===== src/rtl/bank_sel_pkg.sv =====
package bank_sel_pkg;

    typedef enum logic [1:0] {
        POL_OPEN         = 2'd0,
        POL_CLOSED       = 2'd1,
        POL_OPEN_ADAPT   = 2'd2,
        POL_CLOSED_ADAPT = 2'd3
    } page_pol_e;

    typedef enum logic [2:0] {
        CMD_NOP = 3'd0,
        CMD_ACT = 3'd1,
        CMD_PRE = 3'd2,
        CMD_RD  = 3'd3,
        CMD_WR  = 3'd4,
        CMD_RDA = 3'd5,
        CMD_WRA = 3'd6
    } dram_cmd_e;

    typedef enum logic {
        ST_PRECHARGED = 1'b0,
        ST_ACTIVATED  = 1'b1
    } bank_st_e;

    localparam logic [1:0] KIND_READ  = 2'd1;
    localparam logic [1:0] KIND_WRITE = 2'd2;

endpackage


===== src/rtl/bank_state_reg.sv =====
module bank_state_reg
    import bank_sel_pkg::*;
#(
    parameter int ROW_W = 14
) (
    input  logic             clk,
    input  logic             rst_n,
    input  dram_cmd_e        cmd_i,
    input  logic [ROW_W-1:0] row_i,
    output bank_st_e         state_o,
    output logic [ROW_W-1:0] open_row_o
);

    bank_st_e         state_n;
    logic [ROW_W-1:0] row_n;

    always_ff @(posedge clk) begin
        if (!rst_n) begin
            state_o    <= ST_PRECHARGED;
            open_row_o <= '0;
        end else begin
            state_o    <= state_n;
            open_row_o <= row_n;
        end
    end

    always_comb begin
        state_n = state_o;
        row_n   = open_row_o;
        unique case (state_o)
            ST_PRECHARGED: begin
                if (cmd_i == CMD_ACT) begin      // OPEN_ROW
                    state_n = ST_ACTIVATED;
                    row_n   = row_i;
                end
            end
            ST_ACTIVATED: begin
                if (cmd_i == CMD_PRE || cmd_i == CMD_RDA || cmd_i == CMD_WRA)
                    state_n = ST_PRECHARGED;     // CLOSE_ROW
            end
            default: state_n = ST_PRECHARGED;
        endcase
    end

endmodule


===== src/rtl/bank_cmd_decide.sv =====
module bank_cmd_decide
    import bank_sel_pkg::*;
#(
    parameter int ROW_W = 14
) (
    input  page_pol_e        policy_i,
    input  logic             valid_i,
    input  logic [ROW_W-1:0] row_i,
    input  logic [1:0]       kind_i,
    input  logic             more_pend_i,
    input  logic             more_hit_i,
    input  logic             doze_i,
    input  logic             hold_i,
    input  logic             timing_ok_i,
    input  bank_st_e         state_i,
    input  logic [ROW_W-1:0] open_row_i,
    output dram_cmd_e        cmd_o,
    output logic             err_o
);

    dram_cmd_e want;
    logic      bad;
    logic      col;
    logic      auto_pre;
    logic      hit;

    assign hit = (row_i == open_row_i);

    always_comb begin
        want     = CMD_NOP;
        bad      = 1'b0;
        col      = 1'b0;
        auto_pre = 1'b0;
        if (valid_i && !doze_i && !hold_i) begin
            unique case (state_i)
                ST_PRECHARGED: want = CMD_ACT;
                ST_ACTIVATED: begin
                    unique case (policy_i)
                        POL_OPEN: begin
                            if (hit) col = 1'b1;
                            else     want = CMD_PRE;
                        end
                        POL_CLOSED: begin
                            col      = 1'b1;
                            auto_pre = 1'b1;
                        end
                        POL_OPEN_ADAPT: begin
                            if (hit) begin
                                col      = 1'b1;
                                auto_pre = more_pend_i && !more_hit_i;
                            end else begin
                                want = CMD_PRE;
                            end
                        end
                        POL_CLOSED_ADAPT: begin
                            if (hit) begin
                                col      = 1'b1;
                                auto_pre = !more_hit_i;
                            end else begin
                                bad = 1'b1;
                            end
                        end
                        default: bad = 1'b1;
                    endcase
                    if (col) begin
                        if (kind_i == KIND_READ)
                            want = auto_pre ? CMD_RDA : CMD_RD;
                        else if (kind_i == KIND_WRITE)
                            want = auto_pre ? CMD_WRA : CMD_WR;
                        else
                            bad = 1'b1;
                    end
                end
                default: bad = 1'b1;
            endcase
        end
    end

    always_comb begin
        err_o = bad;
        cmd_o = (timing_ok_i && !bad) ? want : CMD_NOP;
    end

endmodule


===== src/rtl/bank_cmd_selector.sv =====
module bank_cmd_selector
    import bank_sel_pkg::*;
#(
    parameter int ROW_W = 14
) (
    input  logic             clk,
    input  logic             rst_n,
    input  logic [1:0]       policy_i,
    input  logic             req_valid_i,
    input  logic [ROW_W-1:0] req_row_i,
    input  logic [1:0]       req_kind_i,
    input  logic             more_pend_i,
    input  logic             more_hit_i,
    input  logic             doze_i,
    input  logic             hold_i,
    input  logic             timing_ok_i,
    output logic [2:0]       cmd_o,
    output logic             err_o
);

    bank_st_e         bank_st;
    logic [ROW_W-1:0] open_row;
    dram_cmd_e        cmd_w;
    page_pol_e        pol_w;

    assign pol_w = page_pol_e'(policy_i);
    assign cmd_o = cmd_w;

    bank_cmd_decide #(.ROW_W(ROW_W)) u_decide (
        .policy_i    (pol_w),
        .valid_i     (req_valid_i),
        .row_i       (req_row_i),
        .kind_i      (req_kind_i),
        .more_pend_i (more_pend_i),
        .more_hit_i  (more_hit_i),
        .doze_i      (doze_i),
        .hold_i      (hold_i),
        .timing_ok_i (timing_ok_i),
        .state_i     (bank_st),
        .open_row_i  (open_row),
        .cmd_o       (cmd_w),
        .err_o       (err_o)
    );

    bank_state_reg #(.ROW_W(ROW_W)) u_state (
        .clk        (clk),
        .rst_n      (rst_n),
        .cmd_i      (cmd_w),
        .row_i      (req_row_i),
        .state_o    (bank_st),
        .open_row_o (open_row)
    );

    AST_IDLE_IS_NOP: assert property (@(posedge clk) disable iff (!rst_n)
        (doze_i || hold_i || !req_valid_i || !timing_ok_i) |-> cmd_w == CMD_NOP);

    AST_ACT_FROM_PRECHARGED: assert property (@(posedge clk) disable iff (!rst_n)
        (cmd_w == CMD_ACT) |-> bank_st == ST_PRECHARGED);

    AST_ROW_LATCHED: assert property (@(posedge clk) disable iff (!rst_n)
        (cmd_w == CMD_ACT) |=> (bank_st == ST_ACTIVATED && open_row == $past(req_row_i)));

    AST_CLOSED_NO_PLAIN_COL: assert property (@(posedge clk) disable iff (!rst_n)
        (pol_w == POL_CLOSED) |-> (cmd_w != CMD_RD && cmd_w != CMD_WR));

    AST_CLOSE_TO_PRECHARGED: assert property (@(posedge clk) disable iff (!rst_n)
        (cmd_w == CMD_PRE || cmd_w == CMD_RDA || cmd_w == CMD_WRA) |=> bank_st == ST_PRECHARGED);

    AST_ERR_HOLDS_STATE: assert property (@(posedge clk) disable iff (!rst_n)
        err_o |=> ($stable(bank_st) && $stable(open_row)));

endmodule


===== config.mk =====
export PLATFORM = sky130hd
export DESIGN_NAME = bank_cmd_selector
export DESIGN_NICKNAME = d
export VERILOG_FILES = /design/src/rtl/bank_sel_pkg.sv /design/src/rtl/bank_state_reg.sv /design/src/rtl/bank_cmd_decide.sv /design/src/rtl/bank_cmd_selector.sv
export SDC_FILE = /design/constraint.sdc
export NUM_CORES = 1
export LEC_CHECK = 0
export ABC_AREA = 0
export CAP_MARGIN = 10
export CORE_MARGIN = 2
export CORE_UTILIZATION = 50
export DETAILED_ROUTE_END_ITERATION = 10
export DONT_BUFFER_PORTS = 1
export PLACE_DENSITY_LB_ADDON = 0.12
export SLEW_MARGIN = 15
export SYNTH_ARGS = -nofsm -noshare
export SYNTH_HDL_FRONTEND = slang
export SYNTH_SLANG_ARGS = --single-unit

===== constraint.sdc =====
create_clock -name clk -period 2.3 [get_ports clk]
set_clock_uncertainty 0.05 [all_clocks]
set_input_delay 0.115 -clock clk [delete_from_list [all_inputs] [get_ports clk]]
set_output_delay 0.115 -clock clk [all_outputs]
set_load 0.01 [all_outputs]

# Word level (Yosys, flattened, before mapping)
# Index checks and enable logic that the tools add are counted.
[totals] reg_bits=15 input_bits=26 output_inout_bits=4 wordCells=56
[classes] eq_ne=10 muxes=29 n_bitwise=1 reduce_logical=14
[op_table] operator="$mux 3" n=7
[op_table] operator="$mux 1" n=16
[op_table] operator="$eq 14x14->1" n=1
[op_table] operator="$eq 2x2->1 const B" n=3
[op_table] operator="$eq 3x3->1 const B" n=2
[op_table] operator="$pmux 3 s2" n=1
[op_table] operator="$eq 2x1->1 const B" n=2
[op_table] operator="$logic_and 1x1->1" n=4
[op_table] operator="$logic_not 1->1" n=4
[op_table] operator="$mux 2" n=2
[op_table] operator="$pmux 1 s2" n=2
[op_table] operator="$eq 3x1->1 const B" n=1
[op_table] operator="$eq 3x2->1 const B" n=1
[op_table] operator="$pmux 1 s3" n=1
[op_table] operator="$reduce_or 3->1" n=1
[op_table] operator="$logic_not 2->1" n=1
[op_table] operator="$logic_or 1x1->1" n=2
[op_table] operator="$reduce_and 2->1" n=1
[op_table] operator="$reduce_or 2->1" n=1
[op_table] operator="$not 1->1" n=1

# Depth between registers and ports, before layout
# Gate-level depths: netlist (run 1).
[depth] word_depth=18 ltp_mapped=7 ltp_nobuf=6

# Cells and area by module
# Synthesis (run 1) repeated with hierarchy kept, for this count alone.
[unflattened] cells_unflattened=115 area_unflattened_um2=1012.2
[modules_own_cells] module="bank_state_reg" instances=1 cells_each=67 area_each_um2=621.8
[modules_own_cells] module="bank_cmd_decide" instances=1 cells_each=48 area_each_um2=390.4

# Worst setup path after synthesis (run 1)
# No wires, ideal clock.
[synth_path] path_kind="reg-to-reg" from="register u_state.open_row_o[11]" to="register u_state.open_row_o[0]" setup_ns=0.072 arrival_ns=1.794 slack_ns=0.385 stages_incl_launch_ff=8 path_buffers=1 period_less_slack_ns=1.915 cell_sequence="dfxtp_1 xor2_1 nor4_2 nand4_2 a21oi_4 a21boi_4 buf_8 mux2i_1"
[synth_lines] element="from (decl)" line_no="bank_state_reg.sv:11" rtl="output logic [ROW_W-1:0] open_row_o"
[synth_lines] element="from (signal assigned)" line_no="bank_state_reg.sv:23" rtl="open_row_o <= row_n;"
[synth_lines] element="$eq 14x14->1 *" line_no="bank_cmd_decide.sv:27" rtl="assign hit = (row_i == open_row_i);"
[synth_lines] element="$mux 1, on equally long branches" line_no="bank_cmd_decide.sv:40, bank_cmd_decide.sv:48, bank_cmd_decide.sv:56"
[synth_lines] element="$pmux 1 s2 / $mux 1 (equally long branches)" line_no="bank_cmd_decide.sv:38" rtl="unique case (policy_i)"
[synth_lines] element="$mux 1, on equally long branches" line_no="bank_cmd_decide.sv:35, bank_cmd_decide.sv:68"
[synth_lines] element="$mux 1, on equally long branches" line_no="bank_cmd_decide.sv:34, bank_cmd_decide.sv:66"
[synth_lines] element="$mux 1" line_no="bank_cmd_decide.sv:65" rtl="if (col) begin"
[synth_lines] element="$mux 1" line_no="bank_cmd_decide.sv:35" rtl="unique case (state_i)"
[synth_lines] element="$mux 1" line_no="bank_cmd_decide.sv:34" rtl="if (valid_i && !doze_i && !hold_i) begin"
[synth_lines] element="$logic_not 1->1" line_no="bank_cmd_decide.sv:81" rtl="cmd_o = (timing_ok_i && !bad) ? want : CMD_NOP;"
[synth_lines] element="$logic_and 1x1->1" line_no="bank_cmd_decide.sv:81"
[synth_lines] element="$mux 3 *" line_no="bank_cmd_decide.sv:81"
[synth_lines] element="named net cmd_o[0]" line_no="bank_cmd_selector.sv:17" rtl="output logic [2:0] cmd_o,"
[synth_lines] element="$eq 3x1->1 *" line_no="bank_state_reg.sv:32" rtl="if (cmd_i == CMD_ACT) begin"
[synth_lines] element="$reduce_and 2->1 (no line) *"
# Mark *: on every way through the listed nets, which the timed path passes. The rest lies on a longest branch. The select of a mux whose other input is x is not followed.
# A chain may end at the register's enable or synchronous reset.

# Final worst setup path (run 1)
[layout_path] from="register u_state.open_row_o[11]" to="output port err_o"
[layout_between] elab_chain_cells=8
[layout_lines] element="$eq 14x14->1 *" line_no="bank_cmd_decide.sv:27"
[layout_lines] element="$mux 1, on equally long branches" line_no="bank_cmd_decide.sv:40, bank_cmd_decide.sv:48, bank_cmd_decide.sv:56"
[layout_lines] element="$pmux 1 s2 / $mux 1 (equally long branches)" line_no="bank_cmd_decide.sv:38"
[layout_lines] element="$mux 1, on equally long branches" line_no="bank_cmd_decide.sv:35, bank_cmd_decide.sv:68"
[layout_lines] element="$mux 1, on equally long branches" line_no="bank_cmd_decide.sv:34, bank_cmd_decide.sv:66"
[layout_lines] element="$mux 1 *" line_no="bank_cmd_decide.sv:65"
[layout_lines] element="$mux 1 *" line_no="bank_cmd_decide.sv:35"
[layout_lines] element="$mux 1 *" line_no="bank_cmd_decide.sv:34"
[layout_lines] element="to (decl)" line_no="bank_cmd_selector.sv:18" rtl="output logic err_o"
# Mark *: on every way between the ends. The rest lies on a longest branch, timed or not. The select of a mux whose other input is x is not followed.

==> results.py, run 1 <==
metrics = {
    "outcome": {
        "status": "finished clean",
    },
    "route": {
        "routedWlPerCell_um": 13.5,
        "wirelength_um": 2330,
        "dr.pass1.iters": 6,
        "postRouteAntennaNets": 0,
        "drt_iter0_drc": 14,
        "remaining_drc_errors": 0,
        "vias": 915,
        "viasPerCell": 5.29,
    },
    "grt": {
        "grt_pass1_vias": 940,
        "grt_pass1_wl_um": 3970,
        "grt_use_total_pct": 21.1,
        "gr-total-overflow": 0,
        "grt_antenna_before_repair": 0,
        "grt_max_degree": 17,
    },
    "min_path": {
        "hp-start": "rst_n",
        "min_path_type": "input port to flip-flop",
    },
    "setup_path": {
        "critPathMaxStageDelay_ps": 380,
        "end_kind": "output port",
        "worstPathRequired_ps": 2130,
        "crit_type": "flip-flop to output port",
        "path_delay_family": "simple AND/OR/NAND/NOR gates",
        "cp-startpoint": "u_state.open_row_o[11]$_SDFFE_PN0P_",
        "r2r_start": "u_state.open_row_o[11]$_SDFFE_PN0P_",
        "crit_slowest_cell": "a211oi_1",
        "start_kind": "flip-flop",
        "crit_fanout": 5,
        "crit_chain": "xor2_1, nor4_2, nand4_2, nor2b_1, a211oi_1",
        "arrival_ps": 1920,
        "path_buf_inv": 0,
    },
    "cts": {
        "clk_pin_slew_ps": 90,
        "post_cts_resized": 0,
        "clkLatencyLatePin_ps": 280,
        "clkSinkCount": 15,
        "cts_tree": "yes",
        "cts_hold_buf": 29,
        "ctsRootBufferMaster": "clkbuf_4",
        "clk_path_buf_depth": 2,
        "cts_made_buffers": 3,
        "postCtsSetupRepairBufs": 0,
        "h-tree-depth": 1,
    },
    "power": {
        "internal_power_mw": 0.391,
        "p_comb_share_pct": 19.6,
        "power.density_mw_per_mm2": 389,
        "p_switching_mw": 0.129,
        "clkPwrFrac_pct": 28.5,
        "p_leak_nw": 0.510,
        "p_sw_share_pct": 24.8,
        "peakVddDrop_v": 0.000403,
        "p_seq_share_pct": 51.9,
    },
    "placed_design": {
        "port_buffers": 0,
        "dpl.hpwl_um": 1400,
        "gp_congestion": 0.763,
    },
    "final_layout": {
        "drive_gt1_share_pct": 8.22,
        "final.fill_count": 161,
        "insertedDiodeCount": 0,
        "fin_nets": 173,
        "syn2layout_area_growth_pct": 34.8,
    },
    "sta": {
        "slew_viol_final": 0,
        "finalSetupViolations": 0,
        "finalSetupTns_ps": 0,
        "fmax_ghz": 0.480,
        "hold_slack_ps": 143,
        "period_minus_slack_ps": 2080,
        "rsz0062_at_grt": "no",
        "fin_crit_sh_pct": 90.5,
        "slew_headroom_pct": 61.9,
        "worstMarginPinSlew_ps": 570,
        "hold_viol_final": 0,
    },
    "logic_synthesis": {
        "synth_top_cell_by_area": "dfxtp_1",
        "syn_inst": 116,
        "synthArstFlopShare_pct": 0,
        "synthTopCellsByArea": "dfxtp_1 (30%), mux2i_1 (15%), nand2_1 (12%)",
        "synth_commonest_cells": "nand2_1 (33), dfxtp_1 (15), mux2i_1 (15)",
        "synthesis.area_um2": 992,
        "synth.top_cell.area_share_pct": 30.3,
        "synth_nets": 142,
        "synth_cell_types": 30,
        "synth-main-ff-cell": "dfxtp_1",
        "synth-edff-count": 0,
        "synth.yosys.warnings": 0,
        "synth_most_common_cell": "nand2_1",
        "ys_ff_latch": 15,
        "syn_area_per_cell_um2": 8.55,
        "yosysSeqAreaShare_pct": 30.3,
    },
    "floorplan": {
        "die_w_um": 48.5,
        "ios": 30,
        "start_util_pct": 51.6,
        "dieArea_mm2": 0.00236,
        "coreArea_mm2": 0.00192,
        "die_h_um": 48.5,
        "rows": 16,
    },
    "flow_run": {
        "maxCapViolations": 0,
    },
}
flip-flops by register name (all words and copies together) (netlist names):
signal,count
u_state.state_o,1
u_state.open_row_o,14
path summary, 6_finish.rpt:
path | endpoint | slack, ps | cells after the start
worst max-delay path | err_o | 220 | 5
worst min-delay path | u_state.state_o$_SDFF_PN0_ | 140 | 3
worst max register to register | u_state.open_row_o[1]$_SDFFE_PN0P_ | 270 | 7
worst min register to register | u_state.open_row_o[11]$_SDFFE_PN0P_ | 420 | 2
cell families after synthesis:
group | Yosys count | share of synthesized area, %
and+or+nand+nor | 51 | 26.1
AOI/OAI and AO/OA | 15 | 12.7
buffers and inverters | 6 | 3.40
DFF | 15 | 30.3
xor gates and xnor gates | 14 | 12.4
muxes | 15 | 15.1
worst register-to-register path, cell delays in order, from the launching register on:
cell	delay, ps
dfxtp_1	330
xor2_1	170
nor4_2	320
nand4_2	230
a21oi_4	260
a21boi_4	230
buf_12	180
mux2i_1	210
layout make-up:
| type | count | area, um2 | share of cell area, % |
|---|---|---|---|
| inverters | 2 | 7.51 | 0.561 |
| multi-input cells | 95 | 658 | 49.2 |
| repair buffers | 30 | 310 | 23.2 |
| clock inverters | 1 | 5.00 | 0.374 |
| flip-flops and latches | 15 | 300 | 22.5 |
| well taps | 27 | 33.8 | 2.53 |
| clock buffers | 3 | 22.5 | 1.68 |
power by group through the flow:
| stage | Clock (mW) | Sequential (mW) | Combinational [mW] |
|---|---|---|---|
| global placement | 0 | 0.275 | 0.0580 |
| floorplan | 0 | 0.275 | 0.0568 |
| CTS | 0.154 | 0.270 | 0.101 |
| global route | 0.164 | 0.271 | 0.112 |
| detailed placement | 0 | 0.276 | 0.0589 |
| finish | 0.148 | 0.270 | 0.102 |
per-stage QoR:
stage / cells / worst slack, ps / cell area, um2 / utilization [%] / total power [mW]
floorplan: 116 / 385 / 992 / - / 0.332
global placement: 140 / 339 / 1020 / 53.1 / 0.333
detailed placement: 140 / 305 / 1020 / 53.1 / 0.335
CTS: 173 / 200 / 1340 / 69.6 / 0.525
global route: 173 / 49.6 / 1340 / 69.6 / 0.547
finish: 173 / 219 / 1340 / 69.6 / 0.520
layer usage:
metal  track usage, %  vias to the layer above  routed length (um)
met3             3.09                        4                 114
met4             7.14                        0                  30
met1             22.9                      430                1000
met2             41.4                       25                1180
met5                0                        -                   0
li1                 -                      456                   -
cells in the final DEF, fill, tap and decap left out, types with 2 or more instances in the layout:
cell | netlist | final
nand2b_1 | 5 | 5
dfxtp_1 | 15 | 15
nand2_1 | 33 | 33
inv_1 | 2 | 2
nand3_1 | 2 | 2
nor4_2 | 3 | 3
and2_1 | 2 | 2
clkbuf_4 | 0 | 3
a21oi_1 | 3 | 3
mux2i_1 | 15 | 15
xor2_1 | 14 | 14
dlygate4sd3_1 | 0 | 29
Power figures use the tool's default switching activity.
==> run 2, diff against run 1 <==
Settings changed: ABC_AREA 0 to 1.
==> results.py, run 2 <==
metrics = {
    "outcome": {
        "status": "finished clean",
    },
    "final_layout": {
        "mostFrequentLayoutCell": "nand2_1",
        "top_register": "u_state.open_row_o",
        "finalInstanceArea_mm2": 0.00133,
        "drive_gt1_share_pct": 13.1,
        "final.fill_count": 221,
        "reg_top3": "u_state.open_row_o x14, u_state.state_o x1",
        "instances_no_fill": 249,
        "fin_nets": 248,
        "post-route-util_pct": 61.3,
        "largest_register_ffs": 14,
        "insertedDiodeCount": 0,
        "final_cell_mix": "nand2_1 (80), inv_1 (39), nor2_1 (29)",
        "syn2layout_area_growth_pct": 17.3,
    },
    "cts": {
        "clk_path_buf_depth": 2,
        "cts_tree": "yes",
        "cts_made_buffers": 3,
        "clkLatencyLatePin_ps": 280,
        "clkSinkCount": 15,
        "postCtsSetupRepairBufs": 0,
        "ctsRootBufferMaster": "clkbuf_4",
        "h-tree-depth": 1,
        "clk_pin_slew_ps": 90,
    },
    "sta": {
        "hold_slack_ps": 156,
        "setup_ws_ps": 320,
        "period_minus_slack_ps": 1980,
        "slew_headroom_pct": 61.9,
        "finalSetupTns_ps": 0,
        "rsz0062_at_grt": "no",
        "fmax_ghz": 0.505,
        "slew_viol_final": 0,
        "fin_crit_sh_pct": 86.1,
        "worstMarginPinSlew_ps": 569,
        "hold_viol_final": 0,
        "finalSetupViolations": 0,
    },
    "grt": {
        "gr-total-overflow": 0,
        "grt_antenna_before_repair": 0,
        "grt_pass1_vias": 998,
        "grt_max_degree": 30,
        "grt_pass1_wl_um": 3790,
        "grt_use_total_pct": 18.6,
    },
    "power": {
        "power.density_mw_per_mm2": 398,
        "peakVddDrop_v": 0.000275,
        "power_mw": 0.530,
        "p_leak_nw": 0.762,
    },
    "setup_path": {
        "crit_chain": "inv_1, nand2_1, nand2_1, nor2_1, nand2_1, nor2_2, nand2_2, nand2_2, nand2_2, a21oi_2, nand3_2, nand3_2, buf_12, nand2_1, nand2_1, nor2_1",
        "critPathMaxStageDelay_ps": 340,
        "crit_slowest_cell": "dfxtp_1",
        "path_buf_inv": 2,
        "end_kind": "flip-flop",
        "crit_top_cell": "nand2_1",
        "worstPathRequired_ps": 2430,
        "path_delay_family": "simple AND/OR/NAND/NOR gates",
        "crit_type": "flip-flop to flip-flop",
        "arrival_ps": 2110,
        "start_kind": "flip-flop",
        "crit_fanout": 29,
    },
    "logic_synthesis": {
        "ys_ff_latch": 15,
        "synth_most_common_cell": "nand2_1",
        "syn_area_per_cell_um2": 5.53,
        "synthTopCellsByArea": "dfxtp_1 (26%), nand2_1 (26%), inv_1 (13%)",
        "synth.yosys.warnings": 0,
        "synth-main-ff-cell": "dfxtp_1",
        "synth_cell_types": 21,
        "synth.top_cell.area_share_pct": 26.5,
        "syn_inst": 205,
        "synth-edff-count": 0,
        "synth_commonest_cells": "nand2_1 (80), inv_1 (39), nor2_1 (29)",
        "synthArstFlopShare_pct": 0,
        "synthesis.area_mm2": 0.00113,
        "synth_top_cell_by_area": "dfxtp_1",
        "synth_nets": 231,
        "yosysSeqAreaShare_pct": 26.5,
    },
    "route": {
        "drt_iter0_drc": 16,
        "vias": 1147,
        "dr.pass1.iters": 4,
        "remaining_drc_errors": 0,
        "routedWlPerCell_um": 8.98,
        "postRouteAntennaNets": 0,
        "wirelength_um": 2240,
        "viasPerCell": 4.61,
    },
    "placed_design": {
        "dpl.hpwl_um": 1680,
        "gp_congestion": 0.785,
        "dp_cells": 230,
        "port_buffers": 0,
        "postPlaceCellArea_mm2": 0.00115,
        "pre_cts_ws_ps": 331,
    },
    "min_path": {
        "min_path_type": "input port to flip-flop",
    },
    "floorplan": {
        "die_w_um": 51.6,
        "die_h_um": 51.6,
        "coreArea_mm2": 0.00217,
        "ios": 30,
        "dieArea_mm2": 0.00266,
        "rows": 17,
        "start_util_pct": 52.2,
    },
    "flow_run": {
        "maxCapViolations": 0,
    },
}
==> run 2: final timing paths <==
path | start | endpoint | slack, ps | cells after the start
setup / recovery | u_state.open_row_o[9]$_SDFFE_PN0P_ | u_state.open_row_o[0]$_SDFFE_PN0P_ | 320 | 16
hold / removal | timing_ok_i | u_state.state_o$_SDFF_PN0_ | 160 | 5
setup reg to reg | u_state.open_row_o[9]$_SDFFE_PN0P_ | u_state.open_row_o[0]$_SDFFE_PN0P_ | 320 | 16
hold reg to reg | u_state.state_o$_SDFF_PN0_ | u_state.state_o$_SDFF_PN0_ | 460 | 2
==> run 2: area by class of cell <==
| class | instances | area [um2] | share of cell area [%] |
|---|---|---|---|
| Multi-Input combinational cell | 143 | 637 | 47.9 |
| Sequential cell | 15 | 300 | 22.6 |
| Timing Repair Buffer | 16 | 170 | 12.8 |
| Inverter | 43 | 161 | 12.1 |
| Tap cell | 28 | 35.0 | 2.63 |
| Clock buffer | 4 | 26.3 | 1.98 |
==> run 2: cell families (layout without fill, tap and decap cells) <==
family          Yosys count  after routing  synth area share, %
compound gates            6              6                 3.75
simple gates            137            137                 52.4
buf+inv                  47             63                 17.3
flops                    15             15                 26.5
==> run 2: power by group <==
| group | switching, mW | internal (mW) |
|---|---|---|
| logic | 0.0576 | 0.0489 |
| clock network | 0.0827 | 0.0671 |
| registers | 0.00445 | 0.269 |
| total | 0.145 | 0.385 |
==> run 2: tightest hold or removal path: cells and delay by family <==
kind | cells | cell delay [ps]
compound gates | 2 | 150
simple gates | 2 | 140
buf+inv | 1 | 40
==> run 2: repair_timing <==
action / CTS / global route
endpoints found under the hold margin: 15 / 0
hold buffers: 15 / 0
resized for setup: 0 / 0
==> run 2: routing by layer <==
layer	track usage (%)	vias to the layer above	wire, um
li1	-	625	-
met1	19.7	496	987
met2	36.3	24	1140
met3	3.16	2	86
met4	6.58	0	17
met5	0	-	0
==> run 3, diff against run 2 <==
Settings changed: PLACE_DENSITY_LB_ADDON 0.12 to unset.
==> results.py, run 3 (synthesis gave the netlist of run 2 again) <==
metrics = {
    "route": {
        "remaining_drc_errors": 0,
        "routedWlPerCell_um": 9.11,
        "postRouteAntennaNets": 0,
        "vias": 1117,
        "wirelength_um": 2270,
        "dr.pass1.iters": 4,
        "viasPerCell": 4.49,
        "drt_iter0_drc": 13,
    },
    "power": {
        "p_leak_nw": 0.762,
        "peakVddDrop_v": 0.000288,
        "power_mw": 0.530,
        "power.density_mw_per_mm2": 399,
    },
    "floorplan": {
        "dieArea_mm2": 0.00266,
        "ios": 30,
        "coreArea_mm2": 0.00217,
        "die_h_um": 51.6,
        "rows": 17,
        "die_w_um": 51.6,
        "start_util_pct": 52.2,
    },
    "final_layout": {
        "post-route-util_pct": 61.3,
        "fin_nets": 248,
        "drive_gt1_share_pct": 13.1,
        "reg_top3": "u_state.open_row_o x14, u_state.state_o x1",
        "mostFrequentLayoutCell": "nand2_1",
        "final.fill_count": 220,
        "insertedDiodeCount": 0,
        "top_register": "u_state.open_row_o",
        "syn2layout_area_growth_pct": 17.3,
        "largest_register_ffs": 14,
        "final_cell_mix": "nand2_1 (80), inv_1 (39), nor2_1 (29)",
    },
    "grt": {
        "grt_pass1_wl_um": 3980,
        "grt_antenna_before_repair": 0,
        "grt_use_total_pct": 19.7,
        "grt_max_degree": 30,
        "grt_pass1_vias": 1047,
        "gr-total-overflow": 0,
    },
    "placed_design": {
        "dpl.hpwl_um": 1610,
        "gp_congestion": 0.700,
        "pre_cts_ws_ps": 274,
        "port_buffers": 0,
    },
    "cts": {
        "postCtsSetupRepairBufs": 0,
        "ctsRootBufferMaster": "clkbuf_4",
        "clk_path_buf_depth": 2,
        "clkSinkCount": 15,
        "h-tree-depth": 1,
        "post_cts_resized": 0,
        "clkLatencyLatePin_ps": 280,
        "cts_tree": "yes",
        "clk_pin_slew_ps": 90,
        "cts_made_buffers": 3,
    },
    "sta": {
        "hold_viol_final": 0,
        "finalSetupViolations": 0,
        "finalSetupTns_ps": 0,
        "period_minus_slack_ps": 2040,
        "fmax_ghz": 0.491,
        "slew_headroom_pct": 62.0,
        "setup_ws_ps": 263,
        "rsz0062_at_grt": "no",
        "worstMarginPinSlew_ps": 568,
        "fin_crit_sh_pct": 88.6,
        "slew_viol_final": 0,
        "hold_slack_ps": 172,
    },
    "setup_path": {
        "worstPathRequired_ps": 2470,
        "arrival_ps": 2210,
        "start_kind": "flip-flop",
        "crit_type": "flip-flop to flip-flop",
        "end_kind": "flip-flop",
        "crit_fanout": 29,
    },
    "flow_run": {
        "maxCapViolations": 0,
    },
    "min_path": {
        "min_path_type": "input port to flip-flop",
    },
    "outcome": {
        "status": "finished clean",
    },
}
==> run 3: per-stage QoR <==
step | cells | cell area [um2]
final | 249 | 1330
after global routing | 249 | 1330
after CTS | 249 | 1330
after detailed placement | 230 | 1150
after global placement | 230 | 1150
after floorplan | 205 | 1130
==> run 3: metal layers <==
layer  global-route usage [%]  vias to the layer above  routed length (um)  share of wire [%]
li1                         -                      625                   -                  -
met1                     23.7                      466                1080                 48
met2                     33.5                       22                1070                 47
met3                     3.45                        4                  78                3.4
met4                     9.65                        0                  31                1.4
met5                        0                        -                   0                  0
==> run 3: final timing paths <==
check                                                        start                                   to  slack, ps  depth (start not counted)
worst min register to register          u_state.state_o$_SDFF_PN0_           u_state.state_o$_SDFF_PN0_        460                          2
worst min-delay path                                   timing_ok_i           u_state.state_o$_SDFF_PN0_        170                          5
worst max register to register  u_state.open_row_o[9]$_SDFFE_PN0P_  u_state.open_row_o[11]$_SDFFE_PN0P_        260                         17
worst max-delay path            u_state.open_row_o[9]$_SDFFE_PN0P_  u_state.open_row_o[11]$_SDFFE_PN0P_        260                         17
==> run 3: area by class of cell <==
type / count / area, um2 / share of cell area [%]
Clock buffer: 4 / 26.3 / 1.98
Inverter: 43 / 161 / 12.1
Multi-Input combinational cell: 143 / 637 / 47.9
Sequential cell: 15 / 300 / 22.6
Tap cell: 28 / 35.0 / 2.63
Timing Repair Buffer: 16 / 170 / 12.8
==> run 3: worst max-delay path, cell delays in order (launching register included) <==
cell     delay [ps]
dfxtp_1         330
inv_1            60
nand2_1          50
nand2_1          50
nor2_1          130
nand2_1          90
nor2_2          130
nand2_2         100
nand2_2         100
nand2_1          60
nand2_1          60
nand2_2          70
nor2_4          180
nand3_2         110
buf_12          180
nand2_1          70
nand2_1          50
nor2_1           90
==> run 3: where the power goes <==
part	total (mW)	internal (mW)	leakage [nW]	switching, mW
Clock	0.150	0.0673	0.0150	0.0830
Sequential	0.273	0.269	0.122	0.00439
Combinational	0.106	0.0489	0.625	0.0575
Total	0.530	0.385	0.762	0.145
==> run 3: what timing repair did <==
item                       in CTS  in global routing
hold buffers                   15                  0
hold endpoints to repair       15                  0
setup endpoints to repair       0                  0
